**config.mk**
```make
export PLATFORM = sky130hd
export DESIGN_NAME = flash_page_prog
export DESIGN_NICKNAME = d
export VERILOG_FILES = /design/src/rtl/fpp_pkg.sv /design/src/rtl/fpp_unlock.sv /design/src/rtl/fpp_latch.sv /design/src/rtl/fpp_timer.sv /design/src/rtl/fpp_store.sv /design/src/rtl/flash_page_prog.sv
export SDC_FILE = /design/constraint.sdc
export NUM_CORES = 2
export LEC_CHECK = 0
export BUFFER_PORTS_ARGS = -buffer_cell sky130_fd_sc_hd__buf_2
export CAP_MARGIN = 10
export CORE_MARGIN = 2
export CORE_UTILIZATION = 41
export DETAILED_ROUTE_END_ITERATION = 7
export HOLD_SLACK_MARGIN = 0.12
export PLACE_DENSITY = 0.62
export SLEW_MARGIN = 40
export SYNTH_ARGS = -nofsm -noshare
export SYNTH_HDL_FRONTEND = slang
export SYNTH_HIERARCHICAL = 1
export SYNTH_SLANG_ARGS = --single-unit
```
**constraint.sdc**
```tcl
create_clock -name clk -period 3.1 [get_ports clk]
set_input_delay 0.465 -clock clk [delete_from_list [all_inputs] [get_ports clk]]
set_output_delay 0.465 -clock clk [all_outputs]
set_load 0.05 [all_outputs]
```
**src/rtl/fpp_pkg.sv**
```systemverilog
`timescale 1ns/1ps
package fpp_pkg;
   typedef enum logic [1:0] {
      TGT_USER = 2'd0,
      TGT_XROW = 2'd1,
      TGT_SEC  = 2'd2,
      TGT_NONE = 2'd3
   } tgt_e;

   localparam logic [3:0] KEY_ARM = 4'h5;
   localparam logic [3:0] KEY_GO  = 4'hA;
   localparam logic [7:0] ERASED  = 8'hFF;
   localparam int         SEC_VIS = 4;
endpackage

```
**src/rtl/fpp_unlock.sv**
```systemverilog
`timescale 1ns/1ps
module fpp_unlock
   import fpp_pkg::*;
(
   input  logic       clk,
   input  logic       rst_n,
   input  logic       ctl_we,
   input  logic [3:0] ctl_key,
   input  logic [1:0] ctl_mode,
   input  logic       busy,
   output logic       launch
);
   logic armed_q;
   logic accept;

   always_comb begin
      accept = ctl_we && !busy;
      launch = accept && armed_q && (ctl_key == KEY_GO) && (ctl_mode != TGT_NONE);
   end

   // every accepted write re-evaluates the arm: only key 5 leaves it set
   always_ff @(posedge clk or negedge rst_n) begin
      if (!rst_n)
         armed_q <= 1'b0;
      else if (accept)
         armed_q <= (ctl_key == KEY_ARM);
   end
endmodule

```
**src/rtl/fpp_latch.sv**
```systemverilog
`timescale 1ns/1ps
module fpp_latch
   import fpp_pkg::*;
#(
   parameter int PAGE_BYTES = 16,
   localparam int IDX_W     = $clog2(PAGE_BYTES)
) (
   input  logic                         clk,
   input  logic                         rst_n,
   input  logic                         ld_we,
   input  logic [IDX_W-1:0]             ld_idx,
   input  logic [7:0]                   ld_data,
   input  logic                         busy,
   input  logic                         clear,
   output logic [PAGE_BYTES-1:0][7:0]   lat_data,
   output logic [PAGE_BYTES-1:0]        lat_mark
);
   for (genvar g = 0; g < PAGE_BYTES; g++) begin : g_col
      logic [7:0] byte_q;
      logic       mark_q;
      logic       hit;

      assign hit = ld_we && !busy && (ld_idx == IDX_W'(g));

      always_ff @(posedge clk or negedge rst_n) begin
         if (!rst_n) begin
            byte_q <= ERASED;
            mark_q <= 1'b0;
         end else if (clear) begin
            mark_q <= 1'b0;
         end else if (hit) begin
            byte_q <= ld_data;
            mark_q <= 1'b1;
         end
      end

      assign lat_data[g] = byte_q;
      assign lat_mark[g] = mark_q;
   end
endmodule

```
**src/rtl/fpp_timer.sv**
```systemverilog
`timescale 1ns/1ps
module fpp_timer #(
   parameter int PROG_CYCLES = 24,
   localparam int CNT_W      = $clog2(PROG_CYCLES + 1)
) (
   input  logic clk,
   input  logic rst_n,
   input  logic launch,
   output logic busy,
   output logic done
);
   logic [CNT_W-1:0] cnt_q;
   logic             busy_q;

   always_ff @(posedge clk or negedge rst_n) begin
      if (!rst_n) begin
         busy_q <= 1'b0;
         cnt_q  <= '0;
      end else if (launch && !busy_q) begin
         busy_q <= 1'b1;
         cnt_q  <= CNT_W'(PROG_CYCLES - 1);
      end else if (busy_q) begin
         if (cnt_q == '0)
            busy_q <= 1'b0;
         else
            cnt_q <= cnt_q - 1'b1;
      end
   end

   assign busy = busy_q;
   assign done = busy_q && (cnt_q == '0);
endmodule

```
**src/rtl/fpp_store.sv**
```systemverilog
`timescale 1ns/1ps
module fpp_store
   import fpp_pkg::*;
#(
   parameter int PAGE_BYTES = 16,
   parameter int PAGES      = 8,
   localparam int IDX_W     = $clog2(PAGE_BYTES),
   localparam int PG_W      = $clog2(PAGES),
   localparam int ADDR_W    = IDX_W + PG_W
) (
   input  logic                        clk,
   input  logic                        rst_n,
   input  logic                        done,
   input  tgt_e                        tgt,
   input  logic [PG_W-1:0]             page,
   input  logic [PAGE_BYTES-1:0][7:0]  lat_data,
   input  logic [PAGE_BYTES-1:0]       lat_mark,
   input  logic                        busy,
   input  logic [1:0]                  rd_mode,
   input  logic [ADDR_W-1:0]           rd_addr,
   output logic [7:0]                  rd_data
);
   logic [PAGES-1:0][PAGE_BYTES-1:0][7:0] umem;
   logic [PAGE_BYTES-1:0][7:0]            xrow_q;
   logic [SEC_VIS-1:0]                    sec_q;

   for (genvar p = 0; p < PAGES; p++) begin : g_page
      logic [PAGE_BYTES-1:0][7:0] pg_q;
      logic                       sel;

      assign sel = done && (tgt == TGT_USER) && (page == PG_W'(p));

      always_ff @(posedge clk or negedge rst_n) begin
         if (!rst_n) begin
            for (int b = 0; b < PAGE_BYTES; b++) pg_q[b] <= ERASED;
         end else if (sel) begin
            for (int b = 0; b < PAGE_BYTES; b++)
               if (lat_mark[b]) pg_q[b] <= lat_data[b];
         end
      end

      assign umem[p] = pg_q;
   end

   always_ff @(posedge clk or negedge rst_n) begin
      if (!rst_n) begin
         for (int b = 0; b < PAGE_BYTES; b++) xrow_q[b] <= ERASED;
      end else if (done && tgt == TGT_XROW) begin
         for (int b = 0; b < PAGE_BYTES; b++)
            if (lat_mark[b]) xrow_q[b] <= lat_data[b];
      end
   end

   // only the visible nibble is kept; the upper bits never reach software
   always_ff @(posedge clk or negedge rst_n) begin
      if (!rst_n)
         sec_q <= ERASED[SEC_VIS-1:0];
      else if (done && tgt == TGT_SEC && lat_mark[0])
         sec_q <= lat_data[0][SEC_VIS-1:0];
   end

   logic [PG_W-1:0]  r_pg;
   logic [IDX_W-1:0] r_ix;

   always_comb begin
      r_pg = rd_addr[ADDR_W-1:IDX_W];
      r_ix = rd_addr[IDX_W-1:0];
      if (busy) begin
         rd_data = 8'h00;
      end else begin
         case (rd_mode)
            2'd0:    rd_data = umem[r_pg][r_ix];
            2'd1:    rd_data = xrow_q[r_ix];
            2'd2:    rd_data = {{(8-SEC_VIS){1'b0}}, sec_q};
            default: rd_data = 8'h00;
         endcase
      end
   end
endmodule

```
**src/rtl/flash_page_prog.sv**
```systemverilog
`timescale 1ns/1ps
module flash_page_prog
   import fpp_pkg::*;
#(
   parameter int PAGE_BYTES  = 16,
   parameter int PAGES       = 8,
   parameter int PROG_CYCLES = 24,
   localparam int IDX_W      = $clog2(PAGE_BYTES),
   localparam int PG_W       = $clog2(PAGES),
   localparam int ADDR_W     = IDX_W + PG_W
) (
   input  logic              clk,
   input  logic              rst_n,
   input  logic              ld_we,
   input  logic [IDX_W-1:0]  ld_idx,
   input  logic [7:0]        ld_data,
   input  logic              ctl_we,
   input  logic [3:0]        ctl_key,
   input  logic [1:0]        ctl_mode,
   input  logic [PG_W-1:0]   ctl_page,
   input  logic [1:0]        rd_mode,
   input  logic [ADDR_W-1:0] rd_addr,
   output logic [7:0]        rd_data,
   output logic              busy,
   output logic              cpu_stall
);
   if (PAGE_BYTES < 2 || (PAGE_BYTES & (PAGE_BYTES - 1)) != 0) begin : g_bad_page_bytes
      $error("PAGE_BYTES must be a power of two, at least 2");
   end
   if (PAGES < 2 || (PAGES & (PAGES - 1)) != 0) begin : g_bad_pages
      $error("PAGES must be a power of two, at least 2");
   end
   if (PROG_CYCLES < 1) begin : g_bad_cycles
      $error("PROG_CYCLES must be at least 1");
   end

   logic                       launch;
   logic                       done;
   logic                       busy_w;
   logic [PAGE_BYTES-1:0][7:0] lat_data;
   logic [PAGE_BYTES-1:0]      lat_mark;
   tgt_e                       tgt_q;
   logic [PG_W-1:0]            page_q;

   fpp_unlock u_unlock (
      .clk      (clk),
      .rst_n    (rst_n),
      .ctl_we   (ctl_we),
      .ctl_key  (ctl_key),
      .ctl_mode (ctl_mode),
      .busy     (busy_w),
      .launch   (launch)
   );

   fpp_timer #(.PROG_CYCLES(PROG_CYCLES)) u_timer (
      .clk    (clk),
      .rst_n  (rst_n),
      .launch (launch),
      .busy   (busy_w),
      .done   (done)
   );

   fpp_latch #(.PAGE_BYTES(PAGE_BYTES)) u_latch (
      .clk      (clk),
      .rst_n    (rst_n),
      .ld_we    (ld_we),
      .ld_idx   (ld_idx),
      .ld_data  (ld_data),
      .busy     (busy_w),
      .clear    (done),
      .lat_data (lat_data),
      .lat_mark (lat_mark)
   );

   always_ff @(posedge clk or negedge rst_n) begin
      if (!rst_n) begin
         tgt_q  <= TGT_NONE;
         page_q <= '0;
      end else if (launch) begin
         tgt_q  <= tgt_e'(ctl_mode);
         page_q <= ctl_page;
      end
   end

   fpp_store #(.PAGE_BYTES(PAGE_BYTES), .PAGES(PAGES)) u_store (
      .clk      (clk),
      .rst_n    (rst_n),
      .done     (done),
      .tgt      (tgt_q),
      .page     (page_q),
      .lat_data (lat_data),
      .lat_mark (lat_mark),
      .busy     (busy_w),
      .rd_mode  (rd_mode),
      .rd_addr  (rd_addr),
      .rd_data  (rd_data)
   );

   assign busy      = busy_w;
   assign cpu_stall = busy_w;
endmodule

```
======== Word-level counts from Yosys, hierarchy flattened ========
Cells that the tools add are included.
operators by class
  add/sub/neg operators ................... 1
  order comparisons ....................... 2
  eq/ne operators ......................... 30
  muxes and demuxes ....................... 46
  bitwise operators ....................... 1
  reductions and logical operators ........ 219
operators with widths
  cell                   count
  $bmux W128 S3          1
  $reduce_and A2 Y1      161
  $mux W128              1
  $bmux W8 S4            2
  $eq A4 B4 Y1 const B   9
  $logic_and A1 B1 Y1    35
  $mux W1                35
  $reduce_bool A2 Y1     17
  $mux W8                3
  $pmux W8 S3            1
  $eq A4 B3 Y1 const B   5
  $mux W5                3
  $eq A3 B3 Y1 const B   4
  $eq A4 B2 Y1 const B   2
  $eq A3 B2 Y1 const B   2
  $logic_not A5 Y1       1
  $lt A4 B5 Y1 const B   1
  $sub A5 B1 Y5 const B  1
  $eq A2 B1 Y1 const B   2
  $eq A2 B2 Y1 const B   2
  $eq A4 B1 Y1 const B   1
  $logic_not A2 Y1       2
  $logic_not A4 Y1       1
  $lt A3 B4 Y1 const B   1
  other kinds (6)        6
word-level totals
  register bits ........................... 1312
  output and inout bits ................... 10
  word-level logic and storage cells ...... 481

======== Depth between registers and ports, before layout ========
  depth after elaboration ................. 8
  mapped depth ............................ 11
  gate-level depth less buffers ........... 10

======== Hierarchy ========
The synthesis kept the hierarchy.
by module, submodules not included
  module           instances  cells each  area each (µm²)  sequential area each (µm²)
  fpp_store        1          3271        53645.2          30374.1
  fpp_latch        1          359         5803.1           3763.6
  fpp_timer        1          31          321.6            150.1
  flash_page_prog  1          11          191.4            127.6
  fpp_unlock       1          7           81.3             25.0

======== Worst setup path before layout ========
No wires, ideal clock.
  path type ............................... in2out
  start point ............................. input rd_addr[1]
  end point ............................... output rd_data[7]
  arrival ................................. 3.744 ns
  required time ........................... 2.635 ns
  setup slack ............................. -1.109 ns
  stages .................................. 8
  buffers on the path ..................... 4
  cells stage by stage .................... buf_2 > buf_1 > clkbuf_1 > clkbuf_1 > nor2_1 > a21oi_1 > a21oi_1 > o311ai_0
on the way
  longest elaborated chain between the ends .. 4
  elaborated cells between the ends (all ways) .. 6
ends and longest elaborated chain
  item                            line                              source
  start, declared                 flash_page_prog.sv:22             input logic [ADDR_W-1:0] rd_addr,
  $bmux W8 S4 (on tied branches)  fpp_store.sv:73, fpp_store.sv:72
  $mux W8 (on tied branches)      fpp_store.sv:73, fpp_store.sv:72
  $pmux W8 S3 *                   fpp_store.sv:71                   case (rd_mode)
  $mux W8 *                       fpp_store.sv:68                   if (busy) begin
  end, declared                   flash_page_prog.sv:23             output logic [7:0] rd_data,
Every way passes the cells marked *; elsewhere a longest branch is shown, timed or not. The select of a mux whose other input is x is not followed.

======== Worst setup path after layout ========
  start point ............................. register u_store/g_page[7].pg_q[66] (netlist name)
  end point ............................... output rd_data[2]
on the way
  longest elaborated chain between the ends .. 6
ends and longest elaborated chain
  item                             line             source
  start, declared                  fpp_store.sv:28  logic [PAGE_BYTES-1:0][7:0] pg_q;
  start signal, assigned by index  fpp_store.sv:38  if (lat_mark[b]) pg_q[b] <= lat_data[b];
  $bmux W128 S3                    fpp_store.sv:72  2'd0: rd_data = umem[r_pg][r_ix];
  $mux W128 (not written as such)  fpp_store.sv:72
  $bmux W8 S4                      fpp_store.sv:72
  $mux W8 (not written as such)    fpp_store.sv:72
  $pmux W8 S3                      fpp_store.sv:71
  $mux W8                          fpp_store.sv:68
No other way between the ends. The select of a mux whose other input is x is not followed.

==> metrics.cfg <==
[floorplanning]
die_area_um2 = 149500
coreArea_um2 = 145600
rows = 140
die_w_um = 386.7
ioPinCount = 44
die_h_um = 386.7
start_util_pct = 41.25

[detailed_routing]
via_per_inst = 5.734
drt_first_pass_iters = 5
wl_per_cell_um = 27.90
drc = 0
vias = 34680
wirelength_um = 168700
ant_nets = 0
first_iter_violations = 2348

[global_routing]
gr-total-overflow = 0
antenna_found_initial = 14
grt_pass1_wl_um = 252000
grt_usage_pct = 22.65
first_global_vias = 36480
grt_max_degree = 94

[yosys]
syn-instance-count = 3679
synthArstFlopShare_pct = 100.0
synth_edf_count = 0
yosysWarnings = 6
avgSynthCellArea_um2 = 16.32
ys_types = 65
synth_seq_area_share_pct = 57.36
synth_ff_type = dfstp_2
syn-cell-area_um2 = 60040
ys_seq_elements = 1312
postSynthNetCount = 3714

[setup_path]
path_max_fanout = 2
critical_path_buf_inv_count = 1
critPathLaunch = u_store/g_page[7].pg_q[66]$_DFFE_PN1P_
crit_family = multiplexers
end_kind = output port
worst_path_max_delay_cell = mux4_2
cp.arrival_ns = 3.23
path_class = flop to output port
path_cells = mux4_2, mux4_2, mux2_4, o21ai_1, a31oi_1, a211o_2, buf_6
critPathMaxStageDelay_ns = 0.53
crit_top_cell = mux4_2
critPathLaunchType = flop
r2r_start = u_timer/cnt_q[0]$_DFFE_PN0P_
cp_data_required_time_ns = 2.63

[placed_design]
post-place-ws_ns = -1.195
dpl_cell_area_um2 = 64890
io_buffers = 43
hpwl_um = 115700
gp_congestion = 0.9388

[run_status]
failed_checks = setup timing
outcome = finished with violations

[layout]
final_cell_mix = 1306 x mux2_2, 1286 x dfstp_2, 272 x mux4_2
multi_input_area_um2 = 25240
post-route-util_pct = 48.61
final_common_cell = mux2_2
finish.instance_area_um2 = 70760
nFillCells = 12330
syn2layout_area_growth_pct = 17.85
fin_nets = 4049
regArea_um2 = 34440
drive_above_1_share_pct = 86.85

[timing]
fin_crit_sh_pct = 119.2
fmax_mhz = 270.7
setup_viol_count_final = 8
min_period_ns = 3.695
hold_viol = 0
worst_pin_slew_ns = 0.8769
finClkSkew_ns = 0.04452
fin_ws_ns = -0.5947
slew_headroom_pct = 41.54
finalMaxSlewViolations = 0
rsz0062_at_grt = true

[cts]
clk_path_buf_depth = 3
clk_pin_slew_ns = 0.06
cts.sinks = 1312
cts-root-buf = clkbuf_16
numCtsBuffers = 146
htreeDepth = 4
clkLatencyLatePin_ns = 0.76
cts_tree = done

[flow_run]
maxCapViolations = 0

[power]
leakagePower_nw = 28.93
p_per_area_nw_per_um2 = 556.9
irDropWorstVdd_mv = 0.4592

[hold_path]
hold_start = ctl_key[3]
hp-class = input pin to flop

## per-layer routing
metal / up-vias / wire length, µm / GRT usage (%)
met3: 256 / 10550 / 4.661
li1: 14600 / - / -
met5: - / 57 / 0
met4: 10 / 4497 / 6.809
met1: 18930 / 75420 / 31.99
met2: 887 / 78190 / 35.15
## stage by stage
step | instances | power, mW | TNS, ns | hold WS (ns)
after global placement | 5765 | 21.81 | -6.416 | 0.5110
after detailed placement | 5765 | 21.84 | -6.376 | 0.5069
after global routing | 6047 | 40.88 | -4.101 | 0.2682
after CTS | 6046 | 39.87 | -4.166 | 0.2215
after floorplan | 3679 | 19.98 | -0.04601 | 0.1694
final | 6048 | 39.40 | -3.705 | 0.2759
## worst register-to-register path, cell delays in order, from the launching register on
cell,delay (ns)
dfrtp_1,0.40
inv_1,0.07
ha_1,0.22
nor4b_4,0.24
and2_2,0.20
nand2b_1,0.08
nor2_1,0.09
nand2_1,0.22
nor2_4,0.16
buf_4,0.31
nand2_1,0.43
mux2_2,0.41
## layout make-up
cell class	count	area share, %
flip-flops and latches	1312	48.67
multi-input cells	2183	35.67
clock buffers	222	6.178
repair buffers	348	5.100
well taps	1917	3.390
clock inverters	42	0.8664
inverters	23	0.1255
diodes	1	0.003536
## sequential cells by signal, summed over array words and instances, names as in the netlist
| name | cells |
|---|---|
| u_store/g_page.pg_q | 1024 |
| u_latch/g_col.byte_q | 128 |
| u_store/xrow_q | 128 |
| u_latch/g_col.mark_q | 16 |
| u_timer/cnt_q | 5 |
| u_store/sec_q | 4 |
| page_q | 3 |
| tgt_q | 2 |
| u_timer/busy | 1 |
| u_unlock/armed_q | 1 |
## path summary, 6_finish.rpt
check / cells past startpoint / to / slack [ns]
max in group asynchronous: 4 / u_store/g_page[2].pg_q[106]$_DFFE_PN1P_ / 1.69
min in group asynchronous: 2 / u_latch/g_col[9].mark_q$_DFFE_PN0P_ / 0.32
max: 7 / rd_data[2] / -0.59
min: 6 / u_timer/cnt_q[4]$_DFFE_PN0P_ / 0.28
min reg2reg: 1 / u_timer/cnt_q[0]$_DFFE_PN0P_ / 0.55
max reg2reg: 11 / u_store/g_page[5].pg_q[106]$_DFFE_PN1P_ / 0.16
## synth_stat cells (all sizes together), types with 22 or more instances
cell type  instances  share of area (%)
mux2            1322                 25
dfstp           1286                 56
mux4             272                 10
nand2            206                1.4
buf               90                1.0
clkbuf            71               0.45
mux2i             63                1.1
nor2              36               0.23
a21oi             31               0.26
a211oi            28               0.35
nor2b             28               0.29
dfrtp             26                1.1
o22ai             24               0.25
inv               23               0.14
o21ai             22               0.18
## power breakdown
group	switching [mW]	internal, mW
logic	1.24	1.04
registers	1.39	18.0
clock network	7.18	10.5
total	9.81	29.6
## logic make-up (layout without fill, tap and decap cells)
family,count (synthesis),in the layout,share of synthesized area (%)
other,0,1,0
buffers and inverters,184,635,1.625
muxes,1657,1657,36.11
DFF,1312,1312,57.36
AOI/OAI and AO/OA,187,187,2.163
and+or+nand+nor,338,338,2.722
adders and majority gates,1,1,0.02084
## timing repair
item | in CTS | in global routing
pin swaps | 18 | 15
hold buffers | 8 | 0
setup buffers | 9 | 2
endpoints found under the hold margin | 83 | 0
endpoints found under the setup margin | 9 | 363
cloned | 3 | 1
resized for setup | 74 | 73
Note: power is estimated with default switching activity, not from simulation.
